===== src/rtl/led_tx_pkg.sv =====
package led_tx_pkg;
  typedef enum logic [1:0] {
    OUT_HOLD = 2'd0,
    OUT_HIGH = 2'd1,
    OUT_DATA = 2'd2,
    OUT_LOW  = 2'd3
  } outSel_e;

  typedef struct packed {
    logic    load;
    logic    shift;
    outSel_e outSel;
  } txStrobe_t;
endpackage


===== src/rtl/led_tx_datapath.sv =====
module led_tx_datapath
  import led_tx_pkg::*;
#(
  parameter int FIFO_DEPTH  = 8,
  parameter int NARROW_BITS = 24,
  parameter int WIDE_BITS   = 32
) (
  input  logic                 clk,
  input  logic                 rstN,
  input  logic                 wrEn,
  input  logic [WIDE_BITS-1:0] wrData,
  input  logic                 wrWide,
  input  logic                 ovfClr,
  input  txStrobe_t            st,
  output logic                 fifoEmpty,
  output logic                 curWide,
  output logic                 serOut,
  output logic                 halfLow,
  output logic                 irq,
  output logic                 ovf
);
  localparam int PTR_W = (FIFO_DEPTH > 1) ? $clog2(FIFO_DEPTH) : 1;
  localparam int CNT_W = $clog2(FIFO_DEPTH + 1);
  localparam int PAD_W = WIDE_BITS - NARROW_BITS;
  localparam int ENT_W = WIDE_BITS + 1;
  localparam logic [CNT_W-1:0] FULL_LVL  = CNT_W'(FIFO_DEPTH);
  localparam logic [CNT_W-1:0] HALF_LVL  = CNT_W'(FIFO_DEPTH / 2);
  localparam logic [CNT_W-1:0] ABOVE_HALF = CNT_W'(FIFO_DEPTH / 2 + 1);
  localparam logic [PTR_W-1:0] LAST_PTR  = PTR_W'(FIFO_DEPTH - 1);

  logic [ENT_W-1:0]     mem [FIFO_DEPTH];
  logic [PTR_W-1:0]     wrPtr, rdPtr;
  logic [CNT_W-1:0]     count;
  logic [WIDE_BITS-1:0] shiftReg;
  logic                 fifoFull, doPush, doPop;
  logic [ENT_W-1:0]     headEntry;

  assign fifoFull  = (count == FULL_LVL);
  assign fifoEmpty = (count == '0);
  assign doPush    = wrEn && !fifoFull;
  assign doPop     = st.load && !fifoEmpty;
  assign halfLow   = (count <= HALF_LVL);
  assign headEntry = mem[rdPtr];

  always_ff @(posedge clk) begin
    if (doPush) mem[wrPtr] <= {wrWide, wrData};
  end

  always_ff @(posedge clk) begin
    if (!rstN) begin
      wrPtr <= '0;
      rdPtr <= '0;
      count <= '0;
      irq   <= 1'b0;
      ovf   <= 1'b0;
    end else begin
      if (doPush) wrPtr <= (wrPtr == LAST_PTR) ? '0 : wrPtr + 1'b1;
      if (doPop)  rdPtr <= (rdPtr == LAST_PTR) ? '0 : rdPtr + 1'b1;
      case ({doPush, doPop})
        2'b10:   count <= count + 1'b1;
        2'b01:   count <= count - 1'b1;
        default: count <= count;
      endcase
      irq <= doPop && !doPush && (count == ABOVE_HALF);
      if (wrEn && fifoFull) ovf <= 1'b1;
      else if (ovfClr)      ovf <= 1'b0;
    end
  end

  always_ff @(posedge clk) begin
    if (!rstN) begin
      shiftReg <= '0;
      curWide  <= 1'b0;
      serOut   <= 1'b0;
    end else begin
      if (doPop) begin
        curWide  <= headEntry[WIDE_BITS];
        shiftReg <= headEntry[WIDE_BITS] ? headEntry[WIDE_BITS-1:0]
                                         : {headEntry[NARROW_BITS-1:0], {PAD_W{1'b0}}};
      end else if (st.shift) begin
        shiftReg <= {shiftReg[WIDE_BITS-2:0], 1'b0};
      end
      case (st.outSel)
        OUT_HIGH: serOut <= 1'b1;
        OUT_DATA: serOut <= shiftReg[WIDE_BITS-1];
        OUT_LOW:  serOut <= 1'b0;
        default:  serOut <= serOut;
      endcase
    end
  end

  // the queue level never exceeds its depth
  assert_count_bound_R8: assert property (@(posedge clk) disable iff (!rstN)
    count <= FULL_LVL);
  // a write to a full queue always leaves ovf set
  assert_ovf_set_R8: assert property (@(posedge clk) disable iff (!rstN)
    (wrEn && fifoFull) |=> ovf);
  // the refill pulse only appears at or below half level
  assert_irq_half_R7: assert property (@(posedge clk) disable iff (!rstN)
    irq |-> halfLow);
endmodule


===== src/rtl/led_tx_ctrl.sv =====
module led_tx_ctrl
  import led_tx_pkg::*;
#(
  parameter int NARROW_BITS = 24,
  parameter int WIDE_BITS   = 32
) (
  input  logic      clk,
  input  logic      rstN,
  input  logic      tickEn,
  input  logic      fifoEmpty,
  input  logic      curWide,
  output txStrobe_t st,
  output logic      busy
);
  localparam int BIT_W = $clog2(WIDE_BITS);
  localparam logic [BIT_W-1:0] LAST_NARROW = BIT_W'(NARROW_BITS - 1);
  localparam logic [BIT_W-1:0] LAST_WIDE   = BIT_W'(WIDE_BITS - 1);

  logic [1:0]       slot;
  logic [BIT_W-1:0] bitIdx;
  logic             lastBit;

  assign lastBit = (bitIdx == (curWide ? LAST_WIDE : LAST_NARROW));

  always_comb begin
    st = '{load: 1'b0, shift: 1'b0, outSel: OUT_HOLD};
    if (tickEn) begin
      if (!busy) begin
        if (!fifoEmpty) begin
          st.load   = 1'b1;
          st.outSel = OUT_HIGH;
        end
      end else begin
        case (slot)
          2'd0: st.outSel = OUT_DATA;
          2'd1: st.outSel = OUT_LOW;
          default: begin
            if (!lastBit) begin
              st.shift  = 1'b1;
              st.outSel = OUT_HIGH;
            end else if (!fifoEmpty) begin
              st.load   = 1'b1;
              st.outSel = OUT_HIGH;
            end
          end
        endcase
      end
    end
  end

  always_ff @(posedge clk) begin
    if (!rstN) begin
      busy   <= 1'b0;
      slot   <= 2'd0;
      bitIdx <= '0;
    end else if (tickEn) begin
      if (!busy) begin
        if (!fifoEmpty) begin
          busy   <= 1'b1;
          slot   <= 2'd0;
          bitIdx <= '0;
        end
      end else if (slot != 2'd2) begin
        slot <= slot + 2'd1;
      end else begin
        slot <= 2'd0;
        if (!lastBit)         bitIdx <= bitIdx + 1'b1;
        else if (!fifoEmpty)  bitIdx <= '0;
        else                  busy   <= 1'b0;
      end
    end
  end

  // a word is only taken from a non-empty queue
  assert_load_nonempty_R5: assert property (@(posedge clk) disable iff (!rstN)
    st.load |-> !fifoEmpty);
  // the line is only driven on a tick
  assert_drive_on_tick_R4: assert property (@(posedge clk) disable iff (!rstN)
    (st.outSel != OUT_HOLD) |-> tickEn);
endmodule


===== src/rtl/led_chain_tx.sv =====
module led_chain_tx
  import led_tx_pkg::*;
#(
  parameter int FIFO_DEPTH  = 8,
  parameter int NARROW_BITS = 24,
  parameter int WIDE_BITS   = 32
) (
  input  logic                 clk,
  input  logic                 rstN,
  input  logic                 tickEn,
  input  logic                 wrEn,
  input  logic [WIDE_BITS-1:0] wrData,
  input  logic                 wrWide,
  input  logic                 ovfClr,
  output logic                 serOut,
  output logic                 busy,
  output logic                 halfLow,
  output logic                 irq,
  output logic                 ovf
);
  txStrobe_t strobe;
  logic      fifoEmpty, curWide;

  led_tx_ctrl #(.NARROW_BITS(NARROW_BITS), .WIDE_BITS(WIDE_BITS)) ctrl_i (
    .clk(clk), .rstN(rstN), .tickEn(tickEn), .fifoEmpty(fifoEmpty),
    .curWide(curWide), .st(strobe), .busy(busy)
  );

  led_tx_datapath #(.FIFO_DEPTH(FIFO_DEPTH), .NARROW_BITS(NARROW_BITS),
                    .WIDE_BITS(WIDE_BITS)) dp_i (
    .clk(clk), .rstN(rstN), .wrEn(wrEn), .wrData(wrData), .wrWide(wrWide),
    .ovfClr(ovfClr), .st(strobe), .fifoEmpty(fifoEmpty), .curWide(curWide),
    .serOut(serOut), .halfLow(halfLow), .irq(irq), .ovf(ovf)
  );

  // the line holds its value on every edge without a tick
  assert_hold_between_ticks_R4: assert property (@(posedge clk) disable iff (!rstN)
    !tickEn |=> $stable(serOut));
  // the line is low whenever no frame is in progress
  assert_idle_low_R9: assert property (@(posedge clk) disable iff (!rstN)
    !busy |-> !serOut);
endmodule


===== config.mk =====
export PLATFORM = sky130hd
export DESIGN_NAME = led_chain_tx
export DESIGN_NICKNAME = d
export VERILOG_FILES = /design/src/rtl/led_tx_pkg.sv /design/src/rtl/led_tx_datapath.sv /design/src/rtl/led_tx_ctrl.sv /design/src/rtl/led_chain_tx.sv
export SDC_FILE = /design/constraint.sdc
export NUM_CORES = 1
export LEC_CHECK = 0
export BUFFER_PORTS_ARGS = -buffer_cell sky130_fd_sc_hd__buf_2
export CORE_AREA = 10 10 163 165
export DETAILED_ROUTE_END_ITERATION = 10
export DIE_AREA = 0 0 173 175
export PLACE_DENSITY_LB_ADDON = 0.08
export SYNTH_ARGS = -nofsm -noshare
export SYNTH_HDL_FRONTEND = slang
export SYNTH_SLANG_ARGS = --single-unit

===== constraint.sdc =====
create_clock -name clk -period 7.9 [get_ports clk]
set_input_delay 0.79 -clock clk [delete_from_list [all_inputs] [get_ports clk]]
set_output_delay 0.79 -clock clk [all_outputs]
set_load 0.02 [all_outputs]

== Word-level counts from Yosys, hierarchy flattened ==
Memories as Yosys holds them, arrays and structs flattened. A register that Yosys moved wholly into a read port is not among the register bits.
Index checks and enable logic that the tools add are counted.
Widths: inputs -> output; s select.

* Equal/unequal tests: 14
* Mux-type cells: 35
* Reduce and logical (&&, ||, !) cells: 17
* Add/sub/neg operators: 6
* $lt $le $gt $ge: 1

{| class="wikitable"
|+ Operators with widths
! cell !! number
|-
| $mux 32 || 3
|-
| $mux 5 || 4
|-
| $mux 1 || 13
|-
| $mux 2 || 6
|-
| $mux 3 || 4
|-
| $mux 4 || 2
|-
| $pmux 4 s2 || 1
|-
| $add 3x1->3 const B || 2
|-
| $eq 2x1->1 const B || 3
|-
| $eq 2x2->1 const B || 3
|-
| $eq 3x3->1 const B || 2
|-
| $ne 2x2->1 const B || 3
|-
| $reduce_bool 2->1 || 3
|-
| $add 5x1->5 const B || 1
|-
| $eq 5x5->1 || 1
|-
| $logic_and 1x1->1 || 5
|-
| $add 4x1->4 const B || 1
|-
| $eq 4x3->1 const B || 1
|-
| $eq 4x4->1 const B || 1
|-
| $le 4x3->1 const B || 1
|-
| $logic_not 4->1 || 1
|-
| $pmux 2 s2 || 1
|-
| $reduce_and 2->1 || 2
|-
| $sub 4x1->4 const B || 1
|-
| other kinds (6) || 8
|}

* Flip-flop bits (word level): 54
* Output and inout bits: 5
* Word-level logic and storage cells: 85
* Memories: 1
* Bits of input ports: 38
* Memory bits (writable): 264

{| class="wikitable"
|+ Memories
! name !! depth !! bits a word !! rd ports !! clocked after Yosys merged registers in !! write ports !! RTL line !! text
|-
| dp_i.mem || 8 || 33 || 1 || 1 || 1 || led_tx_datapath.sv:31 || <nowiki>logic [ENT_W-1:0] mem [FIFO_DEPTH];</nowiki>
|}

== Logic depth before layout (Yosys ltp) ==
Gate-level depths: netlist of run 1.

* Depth after elaboration: 9
* Gate-level depth with buffers: 13
* Gate-level depth less buffers: 12

== By module ==
Synthesis of run 1 repeated with hierarchy kept, for this count alone.

* Cells, all modules: 732
* Area total of the unflattened synthesis: 12964.9 sq um

{| class="wikitable"
|+ By module, submodules not included
! module !! area an instance (sq um) !! instances !! seq. area each (sq um) !! cells each
|-
| led_tx_datapath || 12488.2 || 1 || 8908.5 || 671
|-
| led_tx_ctrl || 476.7 || 1 || 160.2 || 61
|}

== Worst setup path before layout of run 1 ==
Ideal clock, no wire load.

* Path kind: input port to flip-flop
* Start point: in wrEn
* End point: mem dp_i.mem[0][0] (netlist bit), enable pin
* Cell stages on the path: 2
* Setup time: 506 ps
* Path slack: 3256 ps
* Arrival time: 4138 ps
* Required time: 7394 ps
* Path buffers: 0
* Cells stage by stage: nand2_1 nor4_1

* Longest elaborated chain between the ends: 3

{| class="wikitable"
|+ Ends and longest elaborated chain
! element !! RTL line !! text
|-
| from (decl) || led_chain_tx.sv:11 || <nowiki>input logic wrEn,</nowiki>
|-
| $logic_and 1x1->1 || led_tx_datapath.sv:40 || <nowiki>assign doPush = wrEn && !fifoFull;</nowiki>
|-
| $mux 1 || led_tx_datapath.sv:46 || <nowiki>if (doPush) mem[wrPtr] <= {wrWide, wrData};</nowiki>
|-
| $mux 1 (implied by the code) || led_tx_datapath.sv:46 ||
|-
| to (decl) || led_tx_datapath.sv:31 ||
|}

Every way passes these cells.

==> results of run 1 <==
## cell usage after synthesis (2+ instances only)
master / count
inv_1: 4
ha_1: 8
buf_4: 4
nand2b_1: 4
edfxtp_1: 264
nor2_1: 31
o21a_1: 2
mux2_2: 16
a41o_1: 2
a221o_1: 16
nor3_1: 5
dfxtp_1: 57
a21o_1: 3
a211oi_1: 16
or3_1: 3
nor2b_1: 3
and2_1: 2
o22ai_1: 9
a22oi_1: 7
xor2_1: 4
buf_6: 6
a21oi_1: 26
o21ai_0: 23
nand3b_1: 3
mux4_1: 14
buf_2: 14
a32oi_1: 4
mux4_2: 52
mux2i_1: 26
nand3_1: 5
nand2_1: 32
clkbuf_1: 12
## worst max-delay path, stage by stage, from the launching register on
cell and delay [ns]:
dfxtp_4 0.71, buf_4 0.73, mux4_1 0.71, mux2_4 0.44, and3_1 0.34, a22oi_1 0.22
a21oi_1 0.11
## where the power goes
part | total, mW | switching [mW] | internal, mW
logic | 0.803 | 0.434 | 0.369
clock network | 1.51 | 0.619 | 0.896
registers | 2.09 | 0.119 | 1.97
## area by class of cell
| type | instances | area, um2 | share of cell area |
|---|---|---|---|
| Sequential cell | 321 | 9070 | 0.634 |
| Multi-Input combinational cell | 335 | 3450 | 0.241 |
| Clock buffer | 41 | 918 | 0.0642 |
| Tap cell | 319 | 399 | 0.0279 |
| Timing Repair Buffer | 53 | 293 | 0.0205 |
| Clock inverter | 20 | 160 | 0.0112 |
| Inverter | 4 | 15.0 | 0.00105 |
## logic make-up after synthesis
kind of cell | after synthesis
simple gates | 99
mux | 110
compound gates | 113
fa+ha+maj | 8
flops | 321
xor+xnor | 5
buf+inv | 41
## layer usage
metal	routed length [um]	track usage	up-vias
li1	-	-	2966
met1	10900	0.220	3371
met2	12900	0.286	181
met3	1300	0.0285	50
met4	614	0.0582	2
met5	18	0	-
## flip-flops by register name (all words and copies together), names as in the netlist, named ones only
register / count
dp_i.wrPtr: 3
ctrl_i.slot: 2
dp_i.count: 4
dp_i.curWide: 1
dp_i.mem: 264
dp_i.ovf: 1
dp_i.irq: 1
dp_i.shiftReg: 32
dp_i.rdPtr: 3
ctrl_i.busy: 1
ctrl_i.bitIdx: 5
dp_i.serOut: 1
## stage by stage
step	util	hold WS, ns
2_1_floorplan	-	0.446
3_3_place_gp	0.569	0.454
3_5_place_dp	0.569	0.468
4_1_cts	0.615	0.479
5_1_grt	0.615	0.505
6_report	0.615	0.481
## layout by cell type, fill, tap and decap left out, types with 3 or more instances in the layout
cell / instances
clkinv_1: 10
clkinv_2: 6
a21oi_1: 26
a32oi_1: 4
nor2_1: 28
mux4_1: 14
nor2b_1: 3
dfxtp_1: 54
nor2_4: 3
nor3_2: 4
inv_1: 4
o22ai_1: 9
mux2_2: 16
mux4_2: 52
xor2_1: 4
mux2i_1: 26
nand2_1: 32
clkbuf_16: 35
ha_1: 8
a22oi_1: 7
or3_1: 3
nand3b_1: 3
nand3_1: 5
o21ai_0: 23
buf_4: 11
a21o_1: 3
clkbuf_1: 4
edfxtp_1: 264
a211oi_1: 16
buf_2: 42
nand2b_1: 4
a221o_1: 16
## worst paths after layout
path	end	slack, ns	depth (start not counted)
setup / recovery	dp_i.shiftReg[5]	4.47	6
hold / removal	flip-flop	0.48	2
setup reg to reg	dp_i.shiftReg[5]	4.47	6
hold reg to reg	flip-flop	0.48	2
==> impl_metrics.toml, run 1 <==
[placed_design]
post-place-ws_ns = 4.38
globalplace.congestion = 0.788
dp_cells = 1032
hpwl_mm = 14.6
placed_area_um2 = 13200
port_buffers = 42

[layout]
antenna_cells = 0
area_delta_synth_final_pct = 12.7
fillers = 1735
drive_gt1_frac = 0.242
nNetsFinal = 796
design_area_um2 = 14300
finalNonFillerCells = 1093

[clock_network]
cts_tree = "yes"
insertion_delay_ns = 0.51
cts_buffers = 35
clockBufferDepth = 3
htreeDepth = 2
cts_root_buf = "clkbuf_16"
postCtsSetupBuffers = 0
cts_resized = 0
path_clk_slew_ns = 0.06
cts_hold_buf = 0
clock_sinks = 321

[timing]
slew_violations = 0
hold_viol_final = 0
worst_slack_ns = 4.47
worst_pin_slew_ns = 1.03
worst_slew_margin_rel = 0.310
rsz0062_at_grt = "false"
final-setup-viol-count = 0
timing.final.crit_period_ns = 3.43
setup_tns_ns = 0
fin_skew_ns = 0.0171
fmax_mhz = 292
fin_crit_sh = 0.434

[synth]
synthTopCellsByArea = "edfxtp_1 (62%), mux4_2 (9.2%), dfxtp_1 (9.0%)"
synth_flop_cell = "edfxtp_1"
ys_seq_area_frac = 0.714
synth_edf_count = 264
synth-xor-area-share = 0.00345
avgSynthCellArea_um2 = 18.2
synth_area_um2 = 12700
synth_top_family_by_area = "multiplexers"
synth-seq-cells = 321
synthAdderAreaFrac = 0.00788
synth-simple-area-share = 0.0373
async_reset_ff_frac = 0
netlist.area_leader.share = 0.624
synthMuxAreaShare = 0.159
synth_nets = 743
yosysWarnings = 0
synth_area_leader_cell = "edfxtp_1"
synthDistinctLibCells = 52
netlist_instances = 697
synth_compound_area_frac = 0.0605

[drt]
drtIter0Drc = 545
drc = 0
wl_mm = 25.7
wl_per_cell_um = 23.5
vias = 6570
ant_nets = 0
via_per_inst = 6.01
first_pass_iters = 5

[die]
initial_core_util = 0.546
die_w_um = 173
dieArea_um2 = 30300
rows = 56
pin_count = 43
die_height_um = 175
core-area_um2 = 23300

[power_and_ir_drop]
p_total_mw = 4.41
vdd_ir_drop_max_mv = 0.184
p_per_area_nw_per_um2 = 308
leakage_nw = 4.68

[critical_path]
cp_data_required_time_ns = 8.25
start_kind = "flip-flop"
critical_path_class = "flip-flop to flip-flop"
cp.arrival_ns = 3.78
cp_max_fo = 39
critPathCaptureType = "flip-flop"

[global_route]
grt_pass1_wl_mm = 40.0
grt_pass1_vias = 6849
grt_max_degree = 67
grt_antenna_before_repair = 1
grt_use_total = 0.170
grt-ovfl-total = 0

[flow_run]
maxCapViolCount = 0

[hold_path]
hold_path.startpoint = "dp_i.rdPtr[1]"
hold_path_class = "flip-flop to flip-flop"

[run_status]
status = "finished clean"
Note: power is estimated with default switching activity, not from simulation.
==> run 2: changes to the inputs <==
==> constraint.sdc (replaced) <==
create_clock -name clk -period 3.2 [get_ports clk]
set_input_delay 0.32 -clock clk [delete_from_list [all_inputs] [get_ports clk]]
set_output_delay 0.32 -clock clk [all_outputs]
set_load 0.02 [all_outputs]
==> run 2 against run 1 <==
Against the previous run:
- die area unchanged
- global-route usage is 0.055 points lower
- cell area up 0.65%
- power is 150% higher
- flip-flop and latch count did not move
- via count increased by 0.59%
- hold slack got worse by 0.41 ns
- sequential share of layout area down 0.41 points
- critical endpoint is now dp_i.count[2]
- largest cell class unchanged
- largest power group unchanged
- highest routed layer is now met4
==> impl_metrics.toml, run 2 (synthesis gave the netlist of run 1 again) <==
[clock_network]
insertion_delay_ns = 0.51
cts_buffers = 35
path_clk_slew_ns = 0.06
cts_hold_buf = 0
clock_sinks = 321
clockBufferDepth = 3
cts_resized = 0
postCtsSetupBuffers = 0
htreeDepth = 2
cts_tree = "yes"
cts_root_buf = "clkbuf_16"

[power_and_ir_drop]
p_per_area_nw_per_um2 = 762
leakage_nw = 4.73
p_total_mw = 11.0
vdd_ir_drop_max_mv = 0.502

[die]
dieArea_um2 = 30300
die_w_um = 173
die_height_um = 175
core-area_um2 = 23300
initial_core_util = 0.546
rows = 56
pin_count = 43

[layout]
final_core_util = 0.619
regMostFlops = "dp_i.mem"
largest_reg_flops = 264
drive_gt1_frac = 0.253
mostFrequentLayoutCells = "edfxtp_1 (264), dfxtp_1 (54), mux4_2 (52)"
area_delta_synth_final_pct = 13.4
layout.cells.most_common = "edfxtp_1"
design_area_um2 = 14400
largestRegisters = "dp_i.mem x264, dp_i.shiftReg x32, ctrl_i.bitIdx x5"
nNetsFinal = 802

[drt]
met3_length_mm = 1.49
via_per_inst = 6.02
vias = 6609
dr.max_layer_used = "met4"
wl_per_cell_um = 23.4
ant_nets = 0
first_pass_iters = 5
drc = 0
met2_wirelength_mm = 12.8
wl_mm = 25.7
wl_met1_mm = 10.8
drtIter0Drc = 697

[hold_path]
hold_path.startpoint = "wrData[31]"
whs_endpoint = "dp_i.mem[6][31]"
hold_path_class = "primary input to flip-flop"
hold_path_depth = 1

[critical_path]
start_kind = "flip-flop"
reg2reg_from = "dp_i.count[1]"
critPathCaptureType = "flip-flop"
cp.arrival_ns = 3.30
critical_path_class = "flip-flop to flip-flop"
ff2ff_path_depth = 11
cp_max_fo = 9
r2r_setup_slack_ns = 0.32
cp_data_required_time_ns = 3.63
r2r_end = "dp_i.count[2]"

[placed_design]
placed_area_um2 = 13300
port_buffers = 42
hpwl_mm = 14.8
globalplace.congestion = 0.825

[global_route]
grt_pass1_wl_mm = 39.9
grt-ovfl-total = 0
grt_use_total = 0.169
grt_max_degree = 37
grt_antenna_before_repair = 1
grt_pass1_vias = 6881

[timing]
fin_crit_sh = 0.899
hold_viol_final = 0
fin_skew_ns = 0.0144
worst_pin_slew_ns = 1.02
slew_violations = 0
fmax_mhz = 348
worst_slew_margin_rel = 0.320
rsz0062_at_grt = "false"
timing.final.crit_period_ns = 2.88
whs_ns = 0.0698
final-setup-viol-count = 0

[run_status]
status = "finished clean"

[flow_run]
maxCapViolCount = 0
-- run 2: layout make-up --
class	instances	area (um2)
sequential	321	9070
fill	1716	8860
multi-input combinational	335	3470
clock buffer	44	981
tap	319	399
timing repair buffer	59	350
clock inverter	15	115
inverter	4	15.0
antenna	1	2.50
-- run 2: per-stage QoR --
stage / worst slack, ns / std cells / setup TNS, ns
after CTS: 0.344 / 1097 / 0
after global placement: 0.495 / 1038 / 0
after detailed placement: 0.370 / 1038 / 0
after global routing: 0.138 / 1097 / 0
final: 0.324 / 1098 / 0
after floorplan: -0.558 / 697 / -56.54
-- run 2: worst max-delay path by stage --
stage                  start              to  slack [ns]  cells past startpoint
3_3_place_gp   dp_i.count[0]   dp_i.count[2]        0.50                     11
2_1_floorplan  dp_i.count[2]  dp_i.mem[2][0]       -0.56                      5
3_5_place_dp   dp_i.count[0]   dp_i.count[2]        0.37                     11
6_report       dp_i.count[1]   dp_i.count[2]        0.32                     11
4_1_cts        dp_i.count[0]   dp_i.count[2]        0.34                     11
5_1_grt        dp_i.count[1]   dp_i.count[2]        0.14                     11
-- run 2: per-layer routing --
layer / global-route usage / up-vias
met2: 0.281 / 197
met3: 0.0373 / 40
met4: 0.0550 / 0
met1: 0.219 / 3390
met5: 0 / -
li1: - / 2982
-- run 2: power breakdown --
part | switching, mW | internal, mW
clock | 1.53 | 2.25
combinational | 1.13 | 0.944
sequential | 0.246 | 4.87
total | 2.91 | 8.07
-- run 2: critical path: stages (launching register included) --
cell     delay, ns
dfxtp_1       0.40
or4_1         0.58
and2_1        0.23
nand2_1       0.09
inv_1         0.08
ha_1          0.27
xor2_1        0.17
ha_1          0.19
a21oi_1       0.18
xor2_1        0.12
or3_1         0.33
a21oi_1       0.15
==> run 3: changes to the inputs <==
--- a/config.mk
+++ b/config.mk
@@ -6,9 +6,9 @@
 export NUM_CORES = 1
 export LEC_CHECK = 0
 export BUFFER_PORTS_ARGS = -buffer_cell sky130_fd_sc_hd__buf_2
-export CORE_AREA = 10 10 163 165
+export CORE_AREA = 10 10 156 158
 export DETAILED_ROUTE_END_ITERATION = 10
-export DIE_AREA = 0 0 173 175
+export DIE_AREA = 0 0 166 168
 export PLACE_DENSITY_LB_ADDON = 0.08
 export SYNTH_ARGS = -nofsm -noshare
 export SYNTH_HDL_FRONTEND = slang
==> run 3 against run 2 <==
Against the previous run:
- cell area shrank 0.73%
- combinational power is essentially flat
- via count grew 0.48%
- register-to-register slack gained 0.03 ns
- die area shrank 7.9%
- clock skew shrank 0.00060 ns
- maximum frequency grew 0.90%
- global-route usage grew 1.1 points
- critical path type unchanged
- critical endpoint unchanged
- largest cell class unchanged
==> impl_metrics.toml, run 3 (synthesis gave the netlist of run 1 again) <==
[clock_network]
cts_hold_buf = 0
clockBufferDepth = 3
cts_buffers = 35
cts_resized = 0
cts_tree = "yes"
htreeDepth = 2
path_clk_slew_ns = 0.06
clock_sinks = 321
cts_root_buf = "clkbuf_16"
insertion_delay_ns = 0.50
postCtsSetupBuffers = 0

[critical_path]
ff2ff_path_depth = 11
cp.depth = 11
critical_path_class = "flip-flop to flip-flop"
start_kind = "flip-flop"
cp_max_fo = 8
cp.arrival_ns = 3.27
slowest_stage = "or4_1"
crit_family = "simple AND/OR/NAND/NOR gates"
critPathCaptureType = "flip-flop"
cp_data_required_time_ns = 3.62
crit_buf_inv = 1
crit_path_max_incr_delay_ns = 0.61
crit_chain = "or4_1, and2_1, nand2_1, inv_1, ha_1, xor2_1, ha_1, a21oi_1, xor2_1, or3_1, a21oi_1"

[placed_design]
port_buffers = 42
globalplace.congestion = 0.816
hpwl_mm = 14.8

[drt]
met2_wirelength_mm = 12.6
ant_nets = 0
wl_per_cell_um = 23.7
drtIter0Drc = 624
met3_length_mm = 1.39
vias = 6641
wl_mm = 25.1
first_pass_iters = 5
drc = 0
wl_met1_mm = 10.5
dr.max_layer_used = "met4"
via_per_inst = 6.27

[layout]
largestRegisters = "dp_i.mem x264, dp_i.shiftReg x32, ctrl_i.bitIdx x5"
largest_reg_flops = 264
layout.cells.most_common = "edfxtp_1"
regMostFlops = "dp_i.mem"
multi_input_area_um2 = 3470
mostFrequentLayoutCells = "edfxtp_1 (264), dfxtp_1 (54), mux4_2 (52)"
drive_gt1_frac = 0.242
final_core_util = 0.668
fillers = 1437
area_delta_synth_final_pct = 12.6
seqCellArea_um2 = 9070
nNetsFinal = 803
antenna_cells = 0

[die]
dieArea_um2 = 27900
pin_count = 43
initial_core_util = 0.593
rows = 54
die_w_um = 166
core-area_um2 = 21400
die_height_um = 168

[global_route]
grt_pass1_wl_mm = 39.8
grt_use_total = 0.180
grt_antenna_before_repair = 0
grt-ovfl-total = 0
grt_max_degree = 34
grt_pass1_vias = 6917

[timing]
worst_pin_slew_ns = 1.06
worst_slew_margin_rel = 0.292
slew_violations = 0
fmax_mhz = 351
final-setup-viol-count = 0
fin_skew_ns = 0.0138
hold_viol_final = 0
rsz0062_at_grt = "false"
fin_crit_sh = 0.891
whs_ns = 0.0860
timing.final.crit_period_ns = 2.85

[power_and_ir_drop]
leakage_nw = 4.69
vdd_ir_drop_max_mv = 0.504
p_per_area_nw_per_um2 = 758

[flow_run]
maxCapViolCount = 0

[hold_path]
hold_path_depth = 1
hold_path_class = "primary input to flip-flop"

[run_status]
status = "finished clean"
[run 3: changes by cell type in the layout (fill, tap and decap cells not counted), sizes merged]
cell	previous run	this run
bufinv	1	2
clkbuf	44	46
inv	6	5
clkinvlp	0	1
clkinv	12	10
diode	1	0
buf	59	60
[run 3: area by class of cell]
type | instances | area share
multi-input combinational | 335 | 0.242
inverter | 4 | 0.00105
clock buffer | 46 | 0.0641
timing repair buffer | 60 | 0.0250
sequential | 321 | 0.635
clock inverter | 14 | 0.00822
tap | 280 | 0.0245
[run 3: path summary, 6_finish.rpt]
kind         slack [ns]           from        endpoint
min                0.09      wrData[2]  dp_i.mem[4][2]
max                0.35  dp_i.count[0]   dp_i.count[2]
min reg2reg        0.49  dp_i.rdPtr[1]       flip-flop
max reg2reg        0.35  dp_i.count[0]   dp_i.count[2]
[run 3: power by group]
| group | leakage (nW) | switching [mW] | internal (mW) |
|---|---|---|---|
| clock | 0.500 | 1.49 | 2.17 |
| combinational | 1.33 | 1.15 | 0.946 |
| sequential | 2.86 | 0.216 | 4.87 |
| total | 4.69 | 2.85 | 7.99 |
[run 3: layer usage]
metal | track usage | vias to the layer above
met1 | 0.242 | 3430
met5 | 0 | -
met2 | 0.295 | 206
li1 | - | 2964
met3 | 0.0312 | 41
met4 | 0.0601 | 0
[run 3: per-stage QoR]
step | TNS, ns | instance area (um2) | power, mW | setup WS [ns] | cells
2_1_floorplan | -56.54 | 12700 | 6.74 | -0.558 | 697
3_3_place_gp | 0 | 13300 | 7.19 | 0.494 | 1000
3_5_place_dp | 0 | 13300 | 7.27 | 0.383 | 1000
4_1_cts | 0 | 14300 | 10.9 | 0.348 | 1060
5_1_grt | 0 | 14300 | 11.3 | 0.144 | 1060
6_report | 0 | 14300 | 10.8 | 0.350 | 1060
